**config.mk**
```make
export PLATFORM = sky130hd
export DESIGN_NAME = irq_agg
export DESIGN_NICKNAME = d
export VERILOG_FILES = /design/src/rtl/irq_agg.sv
export SDC_FILE = /design/constraint.sdc
export NUM_CORES = 1
export LEC_CHECK = 0
export BUFFER_PORTS_ARGS = -buffer_cell sky130_fd_sc_hd__buf_2
export CAP_MARGIN = 20
export CORE_MARGIN = 3
export CORE_UTILIZATION = 41
export CTS_BUF_LIST = sky130_fd_sc_hd__clkbuf_8
export CTS_CLUSTER_DIAMETER = 60
export DETAILED_ROUTE_END_ITERATION = 12
export GPL_TIMING_DRIVEN = 1
export PLACE_DENSITY = 0.82
export SYNTH_ARGS = -nofsm -noshare
export SYNTH_HDL_FRONTEND = slang
export SYNTH_SLANG_ARGS = --single-unit
export TNS_END_PERCENT = 1
```
**constraint.sdc**
```tcl
create_clock -name clk -period 0.9 [get_ports clk]
set_input_delay 0.045 -clock clk [delete_from_list [all_inputs] [get_ports clk]]
set_output_delay 0.045 -clock clk [all_outputs]
set_load 0.05 [all_outputs]
```
**src/rtl/irq_agg.sv**
```systemverilog
module irq_agg #(
  parameter int ADDR_W = 2,
  parameter int DATA_W = 32,
  parameter logic [ADDR_W-1:0] A_STAT = 2'd0,
  parameter logic [ADDR_W-1:0] A_EN   = 2'd1,
  parameter logic [ADDR_W-1:0] A_GIE  = 2'd2
) (
  input  logic              clk,
  input  logic              rst_n,
  input  logic [ADDR_W-1:0] reg_addr,
  input  logic              reg_wr,
  input  logic [DATA_W-1:0] reg_wdata,
  output logic [DATA_W-1:0] reg_rdata,
  input  logic              rx_nonempty_i,
  input  logic              rx_full_i,
  input  logic              rx_overrun_i,
  input  logic              tx_underrun_i,
  input  logic              tx_half_i,
  input  logic              xfer_done_i,
  output logic              irq_o
);
  localparam int B_TXE  = 2;
  localparam int B_TXU  = 3;
  localparam int B_RXF  = 4;
  localparam int B_RXO  = 5;
  localparam int B_TXH  = 6;
  localparam int B_RXNE = 8;
  localparam int B_GIE  = DATA_W - 1;
  localparam logic [DATA_W-1:0] SRC_MASK =
    (DATA_W'(1) << B_TXE) | (DATA_W'(1) << B_TXU) | (DATA_W'(1) << B_RXF) |
    (DATA_W'(1) << B_RXO) | (DATA_W'(1) << B_TXH) | (DATA_W'(1) << B_RXNE);

  logic [DATA_W-1:0] stat_q, en_q, set_vec, flip_vec;
  logic              gie_q;

  wire wr_stat = reg_wr && (reg_addr == A_STAT);
  wire wr_en   = reg_wr && (reg_addr == A_EN);
  wire wr_gie  = reg_wr && (reg_addr == A_GIE);

  always_comb begin
    set_vec         = '0;
    set_vec[B_TXE]  = xfer_done_i;
    set_vec[B_TXU]  = tx_underrun_i;
    set_vec[B_RXF]  = rx_full_i;
    set_vec[B_RXO]  = rx_overrun_i;
    set_vec[B_TXH]  = tx_half_i;
    set_vec[B_RXNE] = xfer_done_i | rx_nonempty_i;
  end

  assign flip_vec = wr_stat ? (reg_wdata & SRC_MASK) : '0;

  always_ff @(posedge clk or negedge rst_n) begin
    if (!rst_n) begin
      stat_q <= '0;
      en_q   <= '0;
      gie_q  <= 1'b0;
      irq_o  <= 1'b0;
    end else begin
      stat_q <= (stat_q ^ flip_vec) | set_vec;
      if (wr_en)  en_q  <= reg_wdata & SRC_MASK;
      if (wr_gie) gie_q <= reg_wdata[B_GIE];
      irq_o  <= gie_q && |(stat_q & en_q);
    end
  end

  always_comb begin
    reg_rdata = '0;
    if (reg_addr == A_STAT)     reg_rdata = stat_q;
    else if (reg_addr == A_EN)  reg_rdata = en_q;
    else if (reg_addr == A_GIE) reg_rdata[B_GIE] = gie_q;
  end
endmodule

```
==> Word level (Yosys, flattened, before mapping) <==
Index checks and enable logic that the tools add are counted.
{ "totals": {"reg_bits": 40, "in_bits": 43, "output_inout_bits": 33} }
{ "classes": {"n_eq_ne": 2, "mux": 5, "bitwise_logic": 4, "n_reduce_logical": 6} }
{ "op_table": {"columns": ["op", "n"], "rows": [
  ["32-bit by 9-bit bitwise AND with 32-bit output", 1],
  ["32-bit 2-to-1 mux", 1],
  ["32-bit by 9-bit OR with 32-bit output", 1],
  ["32-bit OR reduction", 1],
  ["32-bit by 9-bit bitwise XOR with 32-bit output", 1],
  ["9-bit 2-to-1 mux", 2],
  ["1-bit logical AND", 4],
  ["2-bit by 1-bit equality test with 1-bit output, second input constant", 1],
  ["2-bit equality test, second input constant", 1],
  ["2-bit zero test", 1],
  ["1-bit 2-to-1 mux", 2],
  ["1-bit OR", 1]
]} }

==> Depth between registers and ports, before layout <==
Gate-level depths: netlist of the first run.
{ "logic_depth": {"depth_word": 5, "depth_mapped": 3, "ltp_nobuf": 2} }

==> Worst setup path after synthesis of the first run <==
Ideal clock, no wire load.
{ "synth_timing": {"kind": "register to output", "from": "register gie_q", "to": "output port reg_rdata[31]", "arrival_time_ps": 1524, "required_time_ps": 855, "slack_ps": -669, "path_stages_with_launch": 3, "n_path_buf": 0, "cell_sequence": "dfrtp_1 > inv_1 > nor3b_1"} }
{ "synth_via": {"elab_chain_cells": 3} }
{ "synth_lines": {"columns": ["item", "line", "source"], "rows": [
  ["start: declaration", "34", "logic gie_q;"],
  ["start signal: assignment", "61", "if (wr_gie) gie_q <= reg_wdata[B_GIE];"],
  ["1-bit 2-to-1 mux", "70", "else if (reg_addr == A_GIE) reg_rdata[B_GIE] = gie_q;"],
  ["1-bit 2-to-1 mux", "69", "else if (reg_addr == A_EN) reg_rdata = en_q;"],
  ["32-bit 2-to-1 mux", "68", "if (reg_addr == A_STAT) reg_rdata = stat_q;"],
  ["end: declaration", "13", "output logic [DATA_W-1:0] reg_rdata,"]
]} }
Every way passes these cells.

==> Final worst setup path of the first run <==
{ "layout_timing": {"from": "register stat_q[2]", "to": "output port reg_rdata[2]"} }
{ "layout_via": {"elab_chain_cells": 1} }
{ "layout_lines": {"columns": ["item", "line", "source"], "rows": [
  ["start: declaration", "33", "logic [DATA_W-1:0] stat_q, en_q, set_vec, flip_vec;"],
  ["start signal: assignment", "59", "stat_q <= (stat_q ^ flip_vec) | set_vec;"],
  ["32-bit 2-to-1 mux", "68", null]
]} }
Every way passes these cells.

==> flow_summary.yaml, run 1 <==
status:
  outcome: "finished, violations left"
  failed_checks: "negative setup slack"
synth:
  yosys.cell_types.count: 16
  mappedNetlistArea_um2: 987
  asyncSetResetFlopFracSynth: 1.00
  synth_enable_flop_cells: 0
  yosysTopAreaCell: "dfrtp_1"
  postSynth.topFlopCell: "dfrtp_1"
  yosysTopAreaCellShare: 0.355
  yosys-top-cells-area: "dfrtp_1, buf_4, mux2i_1"
  synth-seq-area-share: 0.355
  ys.warnings.count: 0
  synth.most_common_cell: "buf_4"
  ys_ff_latch: 14
  syn_area_per_cell_um2: 10.6
  syn_inst: 93
  synth.top_cells.by_count: "buf_4, dfrtp_1, mux2i_1, nor2_1, mux2_2"
critical_path:
  timing.setup.critical_path_class: "reg -> out"
  worst_reg_to_reg_path_cell_count: 3
  crit_path_end_kind: "primary output"
  worst_r2r_endpoint: "irq_o"
  timing.critical_path.required_ns: 0.85
  r2r-start: "stat_q[5]"
  start_kind: "register"
  setup.reg_to_reg.worst_slack_ns: -0.03
  crit_arrival_ns: 1.04
  worstPathMaxFanout: 4
grt:
  grt_max_degree: 16
  initial_antenna_violation_count: 0
  first_global_vias: 652
  gr-max-usage-layer: "met2"
  globalRouteMet1Util: 0.173
  grt.total_usage: 0.138
  grt_use_met3: 0.0295
  first_pass_grt_wire_length_um: 2930
  groute.layer.met2.usage: 0.226
  global_route.overflow_total: 0
sta:
  finClkSkew_ns: 0.00146
  max_clock_freq_ghz: 0.924
  final-setup-viol-count: 8
  final_critical_path_setup_slack_ns: -0.182
  hold_ws_ns: 0.0423
  final_hold_viol_count: 0
  unrepaired_setup_endpoints_after_global_routing: "true"
  layout_worst_path_cycle_share: 1.20
  timing_max_transition_violations_final: 0
  timing.setup.tns_ns: -1.22
  final.min_clock_period_ns: 1.08
route:
  post_drt_via_cell_ratio: 4.66
  wl_um: 1940
  post_drt_wl_per_cell_um: 12.8
  drtIter0Drc: 3
  routed-via-count: 708
  drt_pre_antenna_iters: 2
  antenna_violating_nets_post_route: 0
  detail_route.drc_violations: 0
clock_network:
  tritoncts: "built"
  numCtsBuffers: 3
  cts-htree-levels: 1
  root_buffer: "clkbuf_8"
  worst_setup_hold_path_clk_slew_ns: 0.06
  sinks_on_clock_net: 14
  clockBufferDepth: 2
  clkLatencyLatePin_ns: 0.25
die:
  top_level_i_o_count: 76
  start_util: 0.438
  placement_rows: 17
  die_height_um: 55.1
  die-area_mm2: 0.00303
  die_width_um: 55.1
  core_region_area_mm2: 0.00225
layout:
  utilization: 0.533
  final_nets: 169
  filler_cell_count: 205
  postLayoutCellArea_mm2: 0.00120
  antenna_diodes: 0
  multi_input_area_um2: 539
  areaGrowthSynthToFinish_pct: 21.8
  layout_cells_sized_above_1: 0.427
  final-seq-area_um2: 350
placement:
  pre_cts_slack_ns: -0.0776
  postPlaceCellArea_mm2: 0.00107
  global_placer_s_final_weighted_congestion: 0.768
  io_buffers: 25
  place.detailed.hpwl_um: 1500
min_path:
  timing.hold.worst.start: "reg_wdata[31]"
  worst_hold_path_type: "in -> reg"
  min_delay_worst_endpoint: "gie_q"
  worst_hold_path.num_cells: 2
run:
  drv_cap: 0
pwr:
  p_per_area_mw_per_mm2: 1710
  ir_drop_mv: 1.15
  p_leak_uw: 0.000567
metrics by stage:
step | total power (uW) | instances
after floorplan | 1410 | 117
after global placement | 1460 | 146
after detailed placement | 1480 | 146
after CTS | 2070 | 152
after global routing | 2150 | 152
final | 2050 | 152
layout make-up:
| type | instances | share of cell area |
|---|---|---|
| Multi-Input combinational cell | 75 | 0.448 |
| Tap cell | 28 | 0.0291 |
| Inverter | 1 | 0.00312 |
| Sequential cell | 14 | 0.291 |
| Clock buffer | 3 | 0.0343 |
| Timing Repair Buffer | 31 | 0.194 |
kinds of logic after synthesis:
kind of cell           Yosys count  synth area share
buffers and inverters           28             0.213
and+or+nand+nor                 27             0.198
muxes                           19             0.202
DFF                             14             0.355
AOI/OAI and AO/OA                4            0.0292
other                            1           0.00380
worst max-delay path, cell delays in order, from the launching register on:
cell and delay (ns):
dfrtp_1 0.38, mux2i_1 0.10, nor2_1 0.14, buf_6 0.17
how the worst max path moves through the flow:
stage          slack (ns)      endpoint  cells past startpoint   startpoint
2_1_floorplan       -0.21  reg_rdata[4]                      2    stat_q[4]
3_5_place_dp        -0.08         gie_q                      3  reg_addr[0]
3_3_place_gp        -0.05         gie_q                      3  reg_addr[0]
5_1_grt             -0.25  reg_rdata[2]                      3    stat_q[2]
4_1_cts             -0.20  reg_rdata[2]                      3    stat_q[2]
6_report            -0.18  reg_rdata[2]                      3    stat_q[2]
sequential cells by signal (all words and copies together) (netlist names):
signal / cells
en_q: 6
gie_q: 1
irq_o: 1
stat_q: 6
report_power, final:
group          internal (uW)  leakage (uW)  switching, uW
Combinational            237      0.000396            529
Sequential               708      0.000149           57.3
Clock                    296     0.0000216            222
layout by cell type, fill, tap and decap left out:
cell	count
a22oi_2	1
inv_2	1
mux2_2	7
nor2b_1	5
and4bb_2	6
a22oi_1	2
dfrtp_1	14
nand3b_1	1
clkbuf_8	3
nand3b_4	1
nor3b_2	2
buf_4	3
nor2_1	10
dlygate4sd3_1	1
buf_12	1
buf_2	18
a31oi_1	1
nor3_2	1
mux2i_1	12
nor2_2	1
buf_6	8
conb_1	25
metal layers:
| layer | share of wire | wire [um] |
|---|---|---|
| met2 | 0.47 | 918 |
| met5 | 0 | 0 |
| met4 | 0.011 | 21 |
| met1 | 0.42 | 815 |
| met3 | 0.095 | 185 |
repair_timing:
item                                    in CTS  in global routing
endpoints found under the setup margin       8                  9
hold endpoints to repair                    14                  0
hold buffers                                 1                  0
pin swaps                                    2                  0
gates resized for setup                     17                  2
buffers inserted                             2                  0
(Power assumes the default switching activity.)
==> run 2: changes to the inputs <==
--- a/config.mk
+++ b/config.mk
@@ -14,6 +14,7 @@
 export DETAILED_ROUTE_END_ITERATION = 12
 export GPL_TIMING_DRIVEN = 1
 export PLACE_DENSITY = 0.82
+export SETUP_SLACK_MARGIN = 0.1
 export SYNTH_ARGS = -nofsm -noshare
 export SYNTH_HDL_FRONTEND = slang
 export SYNTH_SLANG_ARGS = --single-unit
==> flow_summary.yaml, run 2 (synthesized netlist as in run 1, its figures left out) <==
clock_network:
  cts-htree-levels: 1
  tritoncts: "built"
  worst_setup_hold_path_clk_slew_ns: 0.06
  sinks_on_clock_net: 14
  root_buffer: "clkbuf_8"
  clkLatencyLatePin_ns: 0.25
  numCtsBuffers: 3
  clockBufferDepth: 2
layout:
  layout.cells.most_common_list: "conb_1, buf_2, dfrtp_1, buf_6, mux2i_1"
  layout_cells_sized_above_1: 0.522
  postLayoutCellArea_mm2: 0.00136
  utilization: 0.603
  filler_cell_count: 195
  mostFrequentLayoutCell: "conb_1"
  layout_top_registers: "en_q x6, stat_q x6"
  antenna_diodes: 0
  final_nets: 180
  areaGrowthSynthToFinish_pct: 37.6
status:
  outcome: "finished, violations left"
  failed_checks: "negative setup slack"
pwr:
  clock_power_share: 0.270
  ir_drop_mv: 1.40
  p_leak_uw: 0.000670
  power.net_switching_uw: 859
  intPower_uw: 1440
  p_per_area_mw_per_mm2: 1690
  share_comb_of_total_power: 0.399
  p_sw_frac: 0.373
  power.share.sequential: 0.331
die:
  die_width_um: 55.1
  placement_rows: 17
  top_level_i_o_count: 76
  die-area_mm2: 0.00303
  start_util: 0.438
  die_height_um: 55.1
  core_region_area_mm2: 0.00225
grt:
  grt_max_degree: 16
  global_route.overflow_total: 0
  grt.total_usage: 0.157
  first_pass_grt_wire_length_um: 3170
  first_global_vias: 700
  initial_antenna_violation_count: 0
route:
  drt_pre_antenna_iters: 4
  antenna_violating_nets_post_route: 0
  detail_route.drc_violations: 0
  post_drt_via_cell_ratio: 4.72
  wl_um: 2150
  wl_met1_um: 810
  met2RoutedLength_um: 1110
  drtIter0Drc: 8
  routed-via-count: 774
  route.top_layer_used: "met4"
  post_drt_wl_per_cell_um: 13.1
  wl_met3_um: 184
sta:
  final.min_clock_period_ns: 1.10
  timing_max_transition_violations_final: 0
  layout_worst_path_cycle_share: 1.22
  unrepaired_setup_endpoints_after_global_routing: "true"
  max_clock_freq_ghz: 0.909
  final-setup-viol-count: 10
  finClkSkew_ns: 0.00513
  final_critical_path_setup_slack_ns: -0.200
  final_hold_viol_count: 0
critical_path:
  worstPathMaxFanout: 2
  start_kind: "register"
  crit_arrival_ns: 1.06
  timing.setup.critical_path_class: "reg -> out"
  crit_path_end_kind: "primary output"
  timing.critical_path.required_ns: 0.85
placement:
  io_buffers: 25
  global_placer_s_final_weighted_congestion: 0.803
  place.detailed.hpwl_um: 1480
  postPlaceCellArea_mm2: 0.00110
run:
  drv_cap: 0
min_path:
  worst_hold_path_type: "in -> reg"
-- run 2: layout make-up --
cell class | count | area [um2] | area share
flip-flops and latches | 14 | 350 | 0.258
clock buffers | 4 | 55.1 | 0.0405
multi-input cells | 75 | 574 | 0.423
well taps | 28 | 35.0 | 0.0258
repair buffers | 42 | 340 | 0.250
inverters | 1 | 3.75 | 0.00276
-- run 2: what timing repair did --
item	in CTS	in global routing
pin swaps	0	1
hold endpoints to repair	14	0
gates cloned	0	0
buffers inserted	9	3
gates resized for setup	24	5
hold buffers	1	0
setup endpoints to repair	10	17
-- run 2: critical path: stages, from the launching register on --
cell     delay, ns
dfrtp_1       0.39
mux2i_1       0.20
nor2_2        0.06
buf_6         0.15
-- run 2: per-stage QoR --
stage | setup TNS, ns | hold WS, ns | total power, uW | cells | setup slack (ns)
after floorplan | -0.0000973 | -0.251 | 1430 | 117 | -0.0000973
after global placement | -0.376 | -0.0471 | 1480 | 147 | -0.0594
after detailed placement | -0.550 | -0.0391 | 1500 | 147 | -0.0767
after CTS | -1.20 | 0.0164 | 2260 | 161 | -0.172
after global routing | -1.96 | 0.0312 | 2400 | 164 | -0.233
final | -1.52 | 0.0219 | 2300 | 164 | -0.200
-- run 2: routing by layer --
metal / up-vias / GRT usage
met2: 44 / 0.260
met1: 370 / 0.178
met5: - / 0
met3: 4 / 0.0456
met4: 0 / 0.0972
li1: 356 / -
-- run 2: path summary, 6_finish.rpt --
kind	from	endpoint	slack, ns	cells after the start
max	en_q[8]	reg_rdata[8]	-0.20	3
min	reg_wdata[31]	gie_q	0.02	2
max reg2reg	en_q[8]	irq_o	-0.15	4
min reg2reg	gie_q	gie_q	0.53	1
max in group asynchronous	rst_n	en_q[2]	0.44	2
min in group asynchronous	rst_n	stat_q[8]	0.22	2
-- run 2: power by group through the flow --
stage	clock, uW	sequential, uW	combinational, uW
2_1_floorplan	0	794	636
3_3_place_gp	0	768	715
3_5_place_dp	0	774	730
4_1_cts	643	758	863
5_1_grt	661	768	974
6_report	621	761	918
==> run 3: changes to the inputs <==
--- a/config.mk
+++ b/config.mk
@@ -5,15 +5,16 @@
 export SDC_FILE = /design/constraint.sdc
 export NUM_CORES = 1
 export LEC_CHECK = 0
+export ABC_AREA = 1
 export BUFFER_PORTS_ARGS = -buffer_cell sky130_fd_sc_hd__buf_2
 export CAP_MARGIN = 20
+export CORE_ASPECT_RATIO = 1.75
 export CORE_MARGIN = 3
-export CORE_UTILIZATION = 41
+export CORE_UTILIZATION = 30
 export CTS_BUF_LIST = sky130_fd_sc_hd__clkbuf_8
 export CTS_CLUSTER_DIAMETER = 60
 export DETAILED_ROUTE_END_ITERATION = 12
 export GPL_TIMING_DRIVEN = 1
-export PLACE_DENSITY = 0.82
 export SETUP_SLACK_MARGIN = 0.1
 export SYNTH_ARGS = -nofsm -noshare
 export SYNTH_HDL_FRONTEND = slang
==> flow_summary.yaml, run 3 <==
status:
  outcome: "finished, violations left"
  failed_checks: "negative setup slack"
die:
  placement_rows: 26
  start_util: 0.326
  die_width_um: 49.3
  die_height_um: 81.8
  die-area_mm2: 0.00404
  top_level_i_o_count: 76
  core_region_area_mm2: 0.00303
grt:
  initial_antenna_violation_count: 0
  grt.total_usage: 0.128
  grt_max_degree: 15
  first_pass_grt_wire_length_um: 3950
  global_route.overflow_total: 0
  first_global_vias: 847
synth:
  synth-seq-area-share: 0.355
  mappedNetlistArea_um2: 986
  ys.warnings.count: 0
  yosysTopAreaCellShare: 0.355
  synth_enable_flop_cells: 0
  yosys.cell_types.count: 16
  syn_area_per_cell_um2: 7.70
  synth.most_common_cell: "nand2_1"
  yosys-top-cells-area: "dfrtp_1, buf_4, nand2_1"
  syn_inst: 128
  yosysTopAreaCell: "dfrtp_1"
  ys_ff_latch: 14
  asyncSetResetFlopFracSynth: 1.00
  synth.top_cells.by_count: "nand2_1, buf_4, dfrtp_1, nand3_1, inv_1"
  postSynth.topFlopCell: "dfrtp_1"
critical_path:
  crit_path_end_kind: "primary output"
  r2r-start: "stat_q[6]"
  timing.setup.critical_path_class: "reg -> out"
  crit_path_start: "stat_q[6]"
  timing.critical_path.required_ns: 0.85
  worstPathMaxFanout: 2
  start_kind: "register"
  crit_arrival_ns: 0.97
sta:
  layout_worst_path_cycle_share: 1.13
  max_clock_freq_ghz: 0.987
  timing.setup.tns_ns: -0.681
  unrepaired_setup_endpoints_after_global_routing: "true"
  final.min_clock_period_ns: 1.01
  final_critical_path_setup_slack_ns: -0.113
  finClkSkew_ns: 0.00195
  final_hold_viol_count: 0
  final-setup-viol-count: 8
  timing_max_transition_violations_final: 0
  hold_ws_ns: 0.00750
clock_network:
  worst_setup_hold_path_clk_slew_ns: 0.05
  clockBufferDepth: 2
  numCtsBuffers: 3
  sinks_on_clock_net: 14
  root_buffer: "clkbuf_8"
  tritoncts: "built"
  clkLatencyLatePin_ns: 0.24
  cts-htree-levels: 1
pwr:
  ir_drop_mv: 0.654
  p_per_area_mw_per_mm2: 1540
  p_leak_uw: 0.000717
min_path:
  timing.hold.worst.start: "rx_nonempty_i"
  worst_hold_path_type: "in -> reg"
run:
  drv_cap: 0
route:
  post_drt_wl_per_cell_um: 11.7
  drtIter0Drc: 20
  post_drt_via_cell_ratio: 4.33
  routed-via-count: 926
  antenna_violating_nets_post_route: 0
  wl_um: 2500
  detail_route.drc_violations: 0
  drt_pre_antenna_iters: 4
placement:
  pre_cts_slack_ns: -0.0874
  global_placer_s_final_weighted_congestion: 0.787
  place.detailed.hpwl_um: 1830
  io_buffers: 25
layout:
  layout.cells.most_common_list: "nand2_1, conb_1, buf_2"
  areaGrowthSynthToFinish_pct: 38.1
  layout_cells_sized_above_1: 0.413
  final_nets: 217
  layout_top_registers: "en_q x6, stat_q x6"
  mostFrequentLayoutCell: "nand2_1"
  antenna_diodes: 0
[run 3: cell count changes in the layout (fill, tap and decap cells not counted), moves of 7 or more]
cell / change
inv_2: +7
mux2i_1: -12
nand2_1: +31
nand3_1: +9
[run 3: layout make-up]
class | instances | area [um2]
fillers | 317 | 1660
multi-input cells | 99 | 520
repair buffers | 46 | 359
flip-flops and latches | 14 | 350
well taps | 42 | 52.6
clock buffers | 3 | 41.3
inverters | 10 | 37.5
[run 3: kinds of logic (layout without fill, tap and decap cells)]
| logic type | after synthesis | count (layout) | synth area share |
|---|---|---|---|
| DFF | 14 | 14 | 0.355 |
| and+or+nand+nor | 66 | 66 | 0.339 |
| AOI/OAI and AO/OA | 8 | 8 | 0.0406 |
| buffers and inverters | 39 | 59 | 0.261 |
| other | 1 | 25 | 0.00380 |
[run 3: path summary, 6_finish.rpt]
kind                                 to  cells past startpoint  slack (ns)
setup / recovery           reg_rdata[6]                      3       -0.11
hold / removal                stat_q[8]                      3       0.008
setup reg to reg                  irq_o                      6       -0.04
hold reg to reg                 en_q[8]                      2        0.49
max in group asynchronous       en_q[2]                      2        0.42
min in group asynchronous       en_q[3]                      2        0.23
[run 3: stage by stage]
| stage | cell area [um2] | utilization | power (uW) | instances |
|---|---|---|---|---|
| floorplan | 1110 | - | 1390 | 152 |
| global placement | 1140 | 0.376 | 1460 | 198 |
| detailed placement | 1140 | 0.376 | 1470 | 198 |
| CTS | 1330 | 0.439 | 2100 | 212 |
| global route | 1360 | 0.450 | 2200 | 214 |
| finish | 1360 | 0.450 | 2100 | 214 |
[run 3: power by group]
| group | total, uW | internal [uW] | switching (uW) | leakage [uW] |
|---|---|---|---|---|
| combinational | 848 | 252 | 595 | 0.000545 |
| sequential | 744 | 699 | 44.5 | 0.000151 |
| clock | 507 | 296 | 211 | 0.0000216 |
[run 3: metal layers]
layer  part of all wire  GRT usage  up-vias  routed length [um]
met4              0.018     0.0598        0                  44
met5                  0          0        -                   0
met3              0.069     0.0254        4                 173
met2               0.57      0.246       38                1440
met1               0.34      0.130      435                 846
li1                   -          -      449                   -
[run 3: timing repair]
action / CTS / global route
setup buffers: 7 / 2
hold buffers: 4 / 0
gates resized for setup: 25 / 5
hold endpoints to repair: 17 / 0
pin swaps: 8 / 1
setup endpoints to repair: 10 / 14
[run 3: worst max-delay path, stage by stage, from the launching register on]
cell	delay, ns
dfrtp_1	0.36
inv_2	0.05
o21ai_2	0.14
buf_6	0.18
